--- src/rtl/adc_scan_pkg.sv ---
package adc_scan_pkg;

  // control register field positions
  localparam int CTL_EN_BIT  = 0;
  localparam int CTL_IRQ_BIT = 1;
  localparam int CTL_CNT_LSB = 2;

  typedef enum logic [2:0] {
    S_IDLE,
    S_START,
    S_WAIT,
    S_WRHI,
    S_WRLO,
    S_DONE
  } scanState_e;

  // strobes from control to datapath
  typedef struct packed {
    logic clrCh;
    logic incCh;
    logic capture;
    logic wrEn;
    logic byteLo;
  } scanStrobe_t;

endpackage

--- src/rtl/adc_scan_ctrl.sv ---
module adc_scan_ctrl
  import adc_scan_pkg::*;
(
  input  logic        clk,
  input  logic        rstN,
  input  logic        scanReq,
  input  logic        en,
  input  logic        irqEn,
  input  logic        lastCh,
  input  logic        adcDone,
  output scanStrobe_t strb,
  output logic        adcStart,
  output logic        irq
);

  scanState_e state, stateNxt;

  always_ff @(posedge clk or negedge rstN) begin
    if (!rstN) state <= S_IDLE;
    else       state <= stateNxt;
  end

  always_comb begin
    stateNxt = state;
    strb     = '0;
    adcStart = 1'b0;
    irq      = 1'b0;
    unique case (state)
      S_IDLE: begin
        if (en && scanReq) begin
          strb.clrCh = 1'b1;
          stateNxt   = S_START;
        end
      end
      S_START: begin
        adcStart = en;
        stateNxt = en ? S_WAIT : S_IDLE;
      end
      S_WAIT: begin
        if (!en) begin
          stateNxt = S_IDLE;
        end else if (adcDone) begin
          strb.capture = 1'b1;
          stateNxt     = S_WRHI;
        end
      end
      S_WRHI: begin
        strb.wrEn = 1'b1;
        stateNxt  = S_WRLO;
      end
      S_WRLO: begin
        strb.wrEn   = 1'b1;
        strb.byteLo = 1'b1;
        if (!en) begin
          stateNxt = S_IDLE;
        end else if (lastCh) begin
          stateNxt = S_DONE;
        end else begin
          strb.incCh = 1'b1;
          stateNxt   = S_START;
        end
      end
      S_DONE: begin
        irq      = irqEn;
        stateNxt = S_IDLE;
      end
      default: stateNxt = S_IDLE;
    endcase
  end

endmodule

--- src/rtl/adc_scan_dpath.sv ---
module adc_scan_dpath
  import adc_scan_pkg::*;
#(
  parameter int BASE_W = 7,
  parameter int CNT_W  = 3,
  parameter int RES_W  = 10,
  parameter int DATA_W = 8,
  localparam int ADDR_W = BASE_W + CNT_W + 1,
  localparam int HI_W   = RES_W - DATA_W
) (
  input  logic              clk,
  input  logic              rstN,
  input  logic              regWe,
  input  logic              regSel,
  input  logic [DATA_W-1:0] regWdata,
  input  scanStrobe_t       strb,
  input  logic [RES_W-1:0]  adcResult,
  output logic              en,
  output logic              irqEn,
  output logic              lastCh,
  output logic [CNT_W-1:0]  adcSel,
  output logic              adcSingleShot,
  output logic              memWe,
  output logic [ADDR_W-1:0] memAddr,
  output logic [DATA_W-1:0] memData
);

  logic [BASE_W-1:0] baseReg;
  logic [CNT_W-1:0]  cntReg;
  logic [CNT_W-1:0]  chReg;
  logic [RES_W-1:0]  resReg;
  logic              enReg;
  logic              irqEnReg;
  logic [DATA_W-1:0] hiByte;

  always_ff @(posedge clk or negedge rstN) begin
    if (!rstN) begin
      baseReg  <= '0;
      cntReg   <= '0;
      enReg    <= 1'b0;
      irqEnReg <= 1'b0;
    end else if (regWe) begin
      if (!regSel) begin
        baseReg <= regWdata[BASE_W-1:0];
      end else begin
        enReg    <= regWdata[CTL_EN_BIT];
        irqEnReg <= regWdata[CTL_IRQ_BIT];
        cntReg   <= regWdata[CTL_CNT_LSB +: CNT_W];
      end
    end
  end

  always_ff @(posedge clk or negedge rstN) begin
    if (!rstN)            chReg <= '0;
    else if (strb.clrCh)  chReg <= '0;
    else if (strb.incCh)  chReg <= chReg + 1'b1;
  end

  always_ff @(posedge clk or negedge rstN) begin
    if (!rstN)              resReg <= '0;
    else if (strb.capture)  resReg <= adcResult;
  end

  generate
    if (HI_W < DATA_W) begin : g_pad
      assign hiByte = {{(DATA_W - HI_W){1'b0}}, resReg[RES_W-1:DATA_W]};
    end else begin : g_full
      assign hiByte = resReg[RES_W-1 -: DATA_W];
    end
  endgenerate

  assign en            = enReg;
  assign irqEn         = irqEnReg;
  assign lastCh        = (chReg == cntReg);
  assign adcSel        = chReg;
  assign adcSingleShot = (cntReg != '0);
  assign memWe         = strb.wrEn;
  assign memAddr       = {baseReg, chReg, strb.byteLo};
  assign memData       = strb.byteLo ? resReg[DATA_W-1:0] : hiByte;

endmodule

--- src/rtl/adc_scan_dma.sv ---
module adc_scan_dma
  import adc_scan_pkg::*;
#(
  parameter int BASE_W = 7,
  parameter int CNT_W  = 3,
  parameter int RES_W  = 10,
  parameter int DATA_W = 8,
  localparam int ADDR_W = BASE_W + CNT_W + 1
) (
  input  logic              clk,
  input  logic              rstN,
  input  logic              regWe,
  input  logic              regSel,
  input  logic [DATA_W-1:0] regWdata,
  input  logic              scanReq,
  output logic              adcStart,
  output logic [CNT_W-1:0]  adcSel,
  output logic              adcSingleShot,
  input  logic              adcDone,
  input  logic [RES_W-1:0]  adcResult,
  output logic              memWe,
  output logic [ADDR_W-1:0] memAddr,
  output logic [DATA_W-1:0] memData,
  output logic              irq
);

  scanStrobe_t strb;
  logic ctrlEn;
  logic ctrlIrqEn;
  logic lastCh;

  adc_scan_ctrl u_ctrl (
    .clk      (clk),
    .rstN     (rstN),
    .scanReq  (scanReq),
    .en       (ctrlEn),
    .irqEn    (ctrlIrqEn),
    .lastCh   (lastCh),
    .adcDone  (adcDone),
    .strb     (strb),
    .adcStart (adcStart),
    .irq      (irq)
  );

  adc_scan_dpath #(
    .BASE_W (BASE_W),
    .CNT_W  (CNT_W),
    .RES_W  (RES_W),
    .DATA_W (DATA_W)
  ) u_dpath (
    .clk           (clk),
    .rstN          (rstN),
    .regWe         (regWe),
    .regSel        (regSel),
    .regWdata      (regWdata),
    .strb          (strb),
    .adcResult     (adcResult),
    .en            (ctrlEn),
    .irqEn         (ctrlIrqEn),
    .lastCh        (lastCh),
    .adcSel        (adcSel),
    .adcSingleShot (adcSingleShot),
    .memWe         (memWe),
    .memAddr       (memAddr),
    .memData       (memData)
  );

endmodule

--- config.mk ---
export PLATFORM = sky130hd
export DESIGN_NAME = adc_scan_dma
export DESIGN_NICKNAME = d
export VERILOG_FILES = /design/src/rtl/adc_scan_pkg.sv /design/src/rtl/adc_scan_ctrl.sv /design/src/rtl/adc_scan_dpath.sv /design/src/rtl/adc_scan_dma.sv
export SDC_FILE = /design/constraint.sdc
export NUM_CORES = 1
export LEC_CHECK = 0
export BUFFER_PORTS_ARGS = -buffer_cell sky130_fd_sc_hd__clkbuf_2
export CORE_MARGIN = 5
export CORE_UTILIZATION = 43
export DETAILED_ROUTE_END_ITERATION = 6
export PLACE_DENSITY_LB_ADDON = 0.05
export SETUP_SLACK_MARGIN = 0.4
export SLEW_MARGIN = 5
export SYNTH_ARGS = -nofsm -noshare
export SYNTH_HDL_FRONTEND = slang
export SYNTH_SLANG_ARGS = --single-unit
--- constraint.sdc ---
create_clock -name clk -period 1.5 [get_ports clk]
set_input_delay 0.3 -clock clk [delete_from_list [all_inputs] [get_ports clk]]
set_output_delay 0.3 -clock clk [all_outputs]
set_load 0.02 [all_outputs]
==> key figures, run 1 <==
Status
  • Status: finished, violations left
  • Violated checks: negative setup slack

Power and ir drop
  • Lkg Pwr: 1.148 nW
  • Power, Total: between 2 and 3 mW
  • Worst vdd ir: between 0.6 and 0.7 mV
  • Power per cell area: between 1000 and 1500 nW/um^2

Timing
  • RSZ-0062 raised after global routing: yes
  • Setup Skew: a little under 7 ps
  • Final count of pins violating max slew: 0
  • Final WS setup: -450.6 ps
  • Fin crit share: 1.300
  • Peak Freq: 512.7 MHz
  • Hold Vio Cnt, Final: 0
  • Slew HR: 0.7579
  • # setup viols final: 27
  • Worst Max-Slew Pin Slew: about 360 ps
  • Tmin final: 1951 ps
  • Setup TNS Final: -6968 ps

Floorplan
  • Die area: between 4000 and 5000 sq um
  • Chip height: ~66 um
  • Top Ports: 50
  • # rows: 20
  • Die W: 66.27 um
  • Initial Utilization: 0.4459
  • Core area: about 3100 sq um

Setup path
  • FF-to-FF setup slack: -350 ps
  • Capture point of the worst reg-to-reg path: u_ctrl.state[2]
  • Critical path required time: 1200 ps
  • CP Launch Type: register
  • CP endpoint kind: primary output
  • R2R depth: 12
  • CP Class: register to primary output
  • Worst-path maximum fanout: 5
  • FF-to-FF Start: u_ctrl.state[1]
  • Worst EP arrival: roughly 1700 ps

Finish
  • ANT cells: 0
  • Synthesis-to-layout area growth: 66.45%
  • Share of layout cells above drive strength 1: 0.7569
  • # fillers: about 220
  • Final net count: 207

Yosys
  • Synth warn: 0
  • Syn_area_per_cell: around 13 sq um
  • Post-Synthesis Cells: a little over 100
  • Register area share after synthesis: 0.5147
  • Synth Cell Area: between 1000 and 1500 sq um
  • Yosys cell types: 29
  • Flops & latches, synth: 28
  • Post-Syn Nets: 127

Hold path
  • Hold path endpoint: u_dpath.resReg[3]
  • Worst hold-check path type: input pin to register
  • Hold Crit Depth: 2
  • Min-delay src: adcResult[3]

Flow run
  • MaxCap Viol Count: 0

Route
  • # DRC: 0
  • Number of DRC markers in iteration 0: 52
  • WL final: 3341 um
  • Vias: ~1100
  • Via-to-Cell Ratio: roughly 4.7
  • Drt pass-1 iters: 4
  • ANT nets after route: 0
  • DR WL/cell: ~15 um

Placement
  • DP Worst Slack: -81.91 ps
  • IO Port Bufs: 48
  • DP Wirelength: 2064 um
  • GP Congestion: 0.7732

Clock network
  • Cts bufs inserted: 3
  • Clock tree from TritonCTS: yes
  • Bufs on Longest Clock Path: 2
  • Root Driver: clkbuf_4
  • CTS H-Tree Depth: 1
  • CTS Sinks: 28
  • Insertion delay to the later sink of the worst-skew pair: around 330 ps
  • Clock slew seen by the registers of the worst setup and hold paths: roughly 150 ps

GRT
  • Vias in the first global route: approximately 1100
  • Largest net degree at the start of global routing: 29
  • Global-route wire length before repair: about 5400 um
  • GRT Util Overall: 0.1655
  • Congestion Overflow GR: 0
  • Initial antenna violation count: 0
[layer usage]
metal,part of all wire,track usage
met5,0,0
met4,0.013,0.05584
met3,0.054,0.03571
met2,0.52,0.2800
met1,0.41,0.2073
[flip-flops by register name, indices dropped and copies added (netlist names)]
name and flops:
u_ctrl.state 3, u_dpath.adcSel 3, u_dpath.baseReg 7, u_dpath.cntReg 3, u_dpath.en 1, u_dpath.irqEn 1, u_dpath.resReg 10
[Yosys cell counts]
cell | instances | area share
nor2_1 | 1 | 0.0028
nand2b_4 | 1 | 0.010
buf_2 | 3 | 0.011
mux2i_1 | 3 | 0.022
mux2_2 | 14 | 0.12
o41ai_1 | 1 | 0.0064
xor2_1 | 3 | 0.019
nor3_1 | 1 | 0.0037
o311ai_0 | 1 | 0.0064
nor4bb_1 | 2 | 0.015
nor3b_1 | 2 | 0.011
nand2_1 | 3 | 0.0083
or4b_1 | 1 | 0.0074
ha_1 | 1 | 0.0092
nand3b_1 | 1 | 0.0055
or3_1 | 2 | 0.0092
dfrtp_1 | 28 | 0.51
clkbuf_1 | 1 | 0.0028
mux2_4 | 10 | 0.11
nand2b_1 | 1 | 0.0046
xnor2_1 | 1 | 0.0064
inv_1 | 3 | 0.0083
nor2b_1 | 1 | 0.0046
o31ai_1 | 1 | 0.0055
buf_6 | 1 | 0.0083
o21ai_0 | 4 | 0.015
and4b_1 | 1 | 0.0074
and2_1 | 6 | 0.028
buf_4 | 4 | 0.022
[cell usage in the layout (no fill, tap or decap), types with 4 or more instances in the layout]
master / instances
buf_8: 11
clkbuf_2: 22
mux2_4: 12
mux2_2: 12
buf_6: 8
clkbuf_8: 14
dfrtp_1: 25
buf_4: 29
o21ai_2: 4
and2_2: 5
[layout make-up]
type,instances,area (sq um),share of cell area
multi-input combinational,62,686.9,0.3031
tap,44,55.05,0.02430
sequential,28,704.4,0.3109
timing repair buffer,84,772.0,0.3407
inverter,3,11.26,0.004970
clock buffer,4,36.28,0.01601
[cell families (layout without fill, tap and decap cells)]
| logic type | after synthesis | after routing | synth area share |
|---|---|---|---|
| AO/OA/AOI/OAI | 7 | 7 | 0.03309 |
| AND/OR/NAND/NOR | 23 | 23 | 0.1167 |
| buffers and inverters | 12 | 91 | 0.05238 |
| XOR/XNOR | 4 | 4 | 0.02574 |
| flip-flops | 28 | 28 | 0.5147 |
| multiplexers | 27 | 27 | 0.2482 |
| adder cells (fa/ha/maj) | 1 | 1 | 0.009190 |
[metrics by stage]
stage / hold slack [ps] / utilization / instances / cell area [sq um]
after detailed placement: 323.0 / 0.5623 / 197 / 1717
after global routing: 167.2 / 0.7422 / 225 / 2266
after CTS: 172.2 / 0.7029 / 218 / 2146
final: 187.0 / 0.7422 / 225 / 2266
after global placement: 319.8 / 0.5623 / 197 / 1717
after floorplan: 4.409 / - / 102 / 1408
[worst max-delay path, cell delays in order, from the launching register on]
cell and delay (ps):
dfrtp_1 430, buf_4 150, buf_6 110, buf_6 110, buf_6 120, and4b_2 290, buf_8 110
[timing repair]
item,CTS,global route
pin swaps,4,3
resized for setup,63,27
cloned,1,0
buffers inserted,15,7
endpoints found under the hold margin,28,0
hold buffers,1,0
setup endpoints to repair,41,42
[where the power goes]
part / total (mW) / internal (mW) / switching [mW]
logic: 1.29 / 0.808 / 0.480
registers: 1.09 / 0.954 / 0.137
clock network: 0.365 / 0.149 / 0.216
[worst max path at each step]
stage,from,endpoint,depth (start not counted)
6_report,u_ctrl.state[1],irq,6
5_1_grt,u_ctrl.state[1],memData[0],4
4_1_cts,u_ctrl.state[0],memData[1],4
3_5_place_dp,u_ctrl.state[1],memData[0],4
3_3_place_gp,u_ctrl.state[1],memData[0],4
2_1_floorplan,u_ctrl.state[1],memData[1],4
No activity file was read; power rests on OpenSTA's default activity.
==> inputs of run 2 (changes only) <==
--- a/config.mk
+++ b/config.mk
@@ -5,10 +5,10 @@
 export SDC_FILE = /design/constraint.sdc
 export NUM_CORES = 1
 export LEC_CHECK = 0
-export BUFFER_PORTS_ARGS = -buffer_cell sky130_fd_sc_hd__clkbuf_2
 export CORE_MARGIN = 5
-export CORE_UTILIZATION = 43
+export CORE_UTILIZATION = 55
 export DETAILED_ROUTE_END_ITERATION = 6
+export DONT_BUFFER_PORTS = 1
 export PLACE_DENSITY_LB_ADDON = 0.05
 export SETUP_SLACK_MARGIN = 0.4
 export SLEW_MARGIN = 5
==> key figures, run 2 (synthesized netlist as in run 1, its figures left out) <==
Status
  • Status: finished, violations left
  • Violated checks: negative setup slack

Power and ir drop
  • NetSw: ~760 uW
  • Lkg Pwr: approximately 0.86 nW
  • Worst vdd ir: 0.8719 mV
  • Power, Total: about 2.4 mW
  • Internal Dissipation: between 1.5 and 2 mW
  • Combinational share of power: 0.401
  • Sequential share of power: 0.478
  • Power per cell area: 1330 nW/um^2
  • Clock share of power: 0.121
  • Switch share: 0.3199

Finish
  • Final net count: 154
  • ANT cells: 0
  • Fin area: between 1500 and 2000 sq um
  • Commonest non-fill, non-tap cells in the layout: 19 x dfrtp_1, 16 x buf_4, 12 x mux2_4, 12 x mux2_2, 12 x buf_6
  • Biggest regs: u_dpath.resReg x10, u_dpath.baseReg x7
  • Number of flip-flops in the largest register: 10
  • Most common cell after layout, fill and taps aside: dfrtp_1
  • Biggest register: u_dpath.resReg
  • Share of layout cells above drive strength 1: 0.7008
  • Synthesis-to-layout area growth: 30.88%

Route
  • ANT nets after route: 0
  • WL final: around 3000 um
  • Via-to-Cell Ratio: roughly 5.5
  • # DRC: 0
  • Number of DRC markers in iteration 0: 29
  • DR WL/cell: 18.59 um
  • Drt pass-1 iters: 4
  • Vias: roughly 860

Floorplan
  • Die W: 59.75 um
  • Core area: approximately 2400 sq um
  • Top Ports: 50
  • Die area: 3570 sq um
  • Chip height: between 50 and 60 um
  • Initial Utilization: 0.5597
  • # rows: 18

Placement
  • Placed instance area: ~1500 sq um
  • DP Wirelength: about 1900 um
  • IO Port Bufs: 0
  • GP Congestion: around 0.83
  • DP Worst Slack: -47.04 ps

Timing
  • Fin crit share: 1.244
  • Final WS setup: -366.5 ps
  • Tmin final: between 1500 and 2000 ps
  • Hold Vio Cnt, Final: 0
  • Peak Freq: 535.8 MHz
  • Min Hold Slack: between 100 and 150 ps
  • RSZ-0062 raised after global routing: yes
  • Setup Skew: just over 6 ps
  • Slew HR: 0.7640
  • Final count of pins violating max slew: 0
  • Worst Max-Slew Pin Slew: 348.5 ps
  • Setup TNS Final: -4687 ps
  • # setup viols final: 25

Flow run
  • MaxCap Viol Count: 0

Setup path
  • CP Launch Type: register
  • Worst EP arrival: around 1600 ps
  • Sequence of cells on the critical path: nor3b_2 -> buf_4 -> mux2_4
  • Worst-path maximum fanout: 5
  • CP Class: register to primary output
  • Critical path required time: ~1200 ps
  • CP endpoint kind: primary output
  • Critical path's largest stage delay: between 400 and 500 ps
  • CP max-delay cell: dfrtp_1

Clock network
  • Insertion delay to the later sink of the worst-skew pair: 310 ps
  • Cts bufs inserted: 3
  • Root Driver: clkbuf_4
  • Clock tree from TritonCTS: yes
  • CTS H-Tree Depth: 1
  • CTS Sinks: 28
  • Bufs on Longest Clock Path: 2
  • Clock slew seen by the registers of the worst setup and hold paths: roughly 140 ps

GRT
  • Initial antenna violation count: 0
  • Vias in the first global route: 944
  • GRT Util Overall: 0.1674
  • Congestion Overflow GR: 0
  • Global-route wire length before repair: 4540 um
  • Largest net degree at the start of global routing: 29

Hold path
  • Worst hold-check path type: input pin to register
==> run 2: cell count changes in the layout (fill, tap and decap cells not counted), moves of 3 or more <==
cell and delta:
and2_2 -3, clkbuf_2 -22, dfrtp_2 +6, dfrtp_1 -6, buf_6 +4, buf_4 -13
and2_4 +3, buf_8 -10, clkbuf_8 -14
==> run 2: final timing paths <==
| kind | from | to | slack [ps] | depth (start not counted) |
|---|---|---|---|---|
| worst max-delay path | u_ctrl.state[1] | memData[1] | -370 | 3 |
| worst min-delay path | regWdata[0] | u_dpath.en | 130 | 1 |
| worst max register to register | u_ctrl.state[1] | u_dpath.adcSel[1] | -160 | 6 |
| worst min register to register | u_dpath.resReg[2] | u_dpath.resReg[2] | 530 | 1 |
| max in group asynchronous | rstN | u_dpath.baseReg[1] | 920 | 2 |
| min in group asynchronous | rstN | u_dpath.baseReg[0] | 410 | 2 |
==> run 2: timing repair <==
item,in CTS,in global routing
buffers inserted,12,2
pin swaps,8,4
resized for setup,35,10
hold endpoints to repair,28,0
hold buffers,2,0
endpoints found under the setup margin,40,41
gates cloned,2,0
==> run 2: critical path, delay by kind of cell, from the launching register on <==
family,cells,cell delay (ps)
buffers and inverters,1,210
DFF,1,420
muxes,1,350
and+or+nand+nor,1,280
==> run 2: area by class of cell <==
| cell class | count | area (sq um) |
|---|---|---|
| Tap cell | 30 | 37.54 |
| Clock buffer | 3 | 22.52 |
| Timing Repair Buffer | 31 | 300.3 |
| Fill cell | 159 | 650.6 |
| Inverter | 3 | 11.26 |
| Multi-Input combinational cell | 62 | 698.2 |
| Sequential cell | 28 | 711.9 |
==> run 2: per-layer routing <==
metal  vias to the layer above  part of all wire  GRT usage  wire length (um)
met5                         -                 0          0                 0
met4                         0            0.0041    0.03165                12
met3                         2             0.071    0.05400               207
met2                        27              0.47     0.2593              1365
met1                       423              0.46     0.2319              1333
li1                        410                 -          -                 -
==> run 2: power by group through the flow <==
stage               registers [mW]  clock network [mW]  logic (mW)
floorplan                     1.11                   0       0.588
global placement              1.13                   0       0.646
detailed placement            1.15                   0       0.659
CTS                           1.13               0.307       0.877
global route                  1.16               0.331        1.01
finish                        1.13               0.286       0.950
==> run 2: metrics by stage <==
step	instances	util
6_report	157	0.7325
5_1_grt	157	0.7325
4_1_cts	155	0.7104
3_5_place_dp	136	0.6029
3_3_place_gp	136	0.6029
2_1_floorplan	102	-
==> inputs of run 3 (changes only) <==
==> constraint.sdc (replaced) <==
create_clock -name clk -period 1.5 [get_ports clk]
set_input_delay 0.3 -clock clk [delete_from_list [all_inputs] [get_ports clk]]
set_output_delay 0.3 -clock clk [all_outputs]
set_load 0.005 [all_outputs]
==> key figures, run 3 (synthesized netlist as in run 1, its figures left out) <==
Status
  • Status: finished, violations left
  • Violated checks: negative setup slack

Setup path
  • CP Class: register to primary output
  • CP endpoint kind: primary output
  • Critical path buffer and inverter count: 1
  • Worst-path maximum fanout: 5
  • FF-to-FF setup slack: -220 ps
  • Worst EP arrival: about 1500 ps
  • Critical path required time: about 1200 ps
  • Cell family with most CP delay: flip-flops
  • CP Launch Type: register
  • CP max-delay cell: dfrtp_1
  • Critical path's largest stage delay: between 400 and 500 ps
  • Sequence of cells on the critical path: nor3b_4 -> buf_6 -> mux2_4

Timing
  • RSZ-0062 raised after global routing: yes
  • Final count of pins violating max slew: 0
  • Tmin final: about 1800 ps
  • # setup viols final: 26
  • Fin crit share: 1.199
  • Setup TNS Final: -5184 ps
  • Final WS setup: -298.6 ps
  • Worst Max-Slew Pin Slew: roughly 460 ps
  • Peak Freq: between 500 and 600 MHz
  • Setup Skew: approximately 4.7 ps
  • Hold Vio Cnt, Final: 0
  • Slew HR: 0.6923

Finish
  • Area of the multi-input gates: ~740 sq um
  • Number of flip-flops in the largest register: 10
  • Share of layout cells above drive strength 1: 0.6400
  • Post-route insts no fill: about 160
  • Sequential Area: around 700 sq um
  • Biggest regs: u_dpath.resReg x10, u_dpath.baseReg x7
  • Most common cell after layout, fill and taps aside: dfrtp_1
  • Final net count: between 150 and 200
  • Synthesis-to-layout area growth: 32.08%
  • Fin area: 1798 sq um
  • Commonest non-fill, non-tap cells in the layout: 26 x dfrtp_1, 14 x buf_4, 12 x mux2_4, 12 x mux2_2, 12 x buf_6
  • Fin util: 0.7392
  • Biggest register: u_dpath.resReg
  • ANT cells: 0
  • # fillers: 162

Route
  • ANT nets after route: 0
  • # DRC: 0
  • Drt pass-1 iters: 4
  • Vias: about 900
  • DR WL/cell: between 20 and 25 um
  • Via-to-Cell Ratio: 5.658
  • WL final: 3231 um
  • Number of DRC markers in iteration 0: between 40 and 50

Power and ir drop
  • Internal Dissipation: between 1.5 and 2 mW
  • Clock share of power: 0.146
  • Lkg Pwr: just under 0.9 nW
  • Worst vdd ir: ~1.0 mV
  • Switch share: 0.2951
  • Power per cell area: 1328 nW/um^2
  • Combinational share of power: 0.391
  • NetSw: between 700 and 800 uW
  • Sequential share of power: 0.464

Floorplan
  • Chip height: ~60 um
  • Die area: around 3600 sq um
  • Die W: 59.75 um
  • # rows: 18
  • Core area: 2432 sq um
  • Initial Utilization: 0.5597
  • Top Ports: 50

GRT
  • Congestion Overflow GR: 0
  • GRT Util Overall: 0.1857
  • Global-route wire length before repair: 4933 um
  • Largest net degree at the start of global routing: 29
  • Vias in the first global route: ~990
  • Initial antenna violation count: 0

Placement
  • DP Wirelength: around 1900 um
  • Placed instance area: roughly 1400 sq um
  • GP Congestion: between 0.8 and 0.9
  • IO Port Bufs: 0
  • Placed Cells incl. Taps: between 100 and 150
  • DP Worst Slack: -42.90 ps

Clock network
  • Clock slew seen by the registers of the worst setup and hold paths: 140 ps
  • CTS Sinks: 28
  • Root Driver: clkbuf_4
  • Clock tree from TritonCTS: yes
  • Bufs on Longest Clock Path: 2
  • CTS H-Tree Depth: 1
  • Insertion delay to the later sink of the worst-skew pair: ~310 ps
  • Cts bufs inserted: 3

Flow run
  • MaxCap Viol Count: 0

Hold path
  • Worst hold-check path type: input pin to register
==> run 3: area by class of cell <==
| cell class | count | area share |
|---|---|---|
| multi-input cells | 62 | 0.4113 |
| flip-flops and latches | 28 | 0.3911 |
| repair buffers | 28 | 0.1503 |
| well taps | 30 | 0.02088 |
| clock buffers | 4 | 0.02018 |
| inverters | 3 | 0.006263 |
==> run 3: repair_timing <==
item                                    CTS  global route
pin swaps                                 2             3
gates resized for setup                  23            21
endpoints found under the setup margin   34            35
hold endpoints to repair                 28             0
hold buffers                              2             0
gates cloned                              1             0
buffers inserted                          9             5
==> run 3: final timing paths <==
check / depth (start not counted) / to / start
max: 3 / memData[1] / u_ctrl.state[1]
min: 1 / u_dpath.resReg[1] / adcResult[1]
max reg2reg: 6 / u_dpath.adcSel[2] / u_ctrl.state[1]
min reg2reg: 1 / u_dpath.resReg[4] / u_dpath.resReg[4]
max in group asynchronous: 2 / u_ctrl.state[0] / rstN
min in group asynchronous: 2 / u_dpath.adcSel[0] / rstN
==> run 3: power by group through the flow <==
stage / Clock [mW] / Sequential [mW] / Combinational (mW)
6_report: 0.348 / 1.11 / 0.933
5_1_grt: 0.393 / 1.14 / 0.996
4_1_cts: 0.360 / 1.09 / 0.751
3_5_place_dp: 0 / 1.11 / 0.579
3_3_place_gp: 0 / 1.10 / 0.558
2_1_floorplan: 0 / 1.06 / 0.506
==> run 3: worst register-to-register path: cells and delay by family, from the launching register on <==
| kind | cells | cell delay (ps) |
|---|---|---|
| AO/OA/AOI/OAI | 1 | 160 |
| multiplexers | 1 | 90 |
| AND/OR/NAND/NOR | 1 | 520 |
| buffers and inverters | 3 | 390 |
| flip-flops | 1 | 440 |
==> run 3: per-stage QoR <==
step           total power [mW]  hold WS [ps]
6_report                  2.388         125.8
3_3_place_gp              1.660         5.091
5_1_grt                   2.530         101.9
3_5_place_dp              1.689         5.184
2_1_floorplan             1.568         4.409
4_1_cts                   2.198         116.7
==> run 3: metal layers <==
metal	global-route usage	part of all wire	vias to the layer above
met5	0	0	-
met4	0.06013	0.012	0
met3	0.04536	0.063	4
met2	0.3056	0.50	31
met1	0.2393	0.42	440
li1	-	-	402
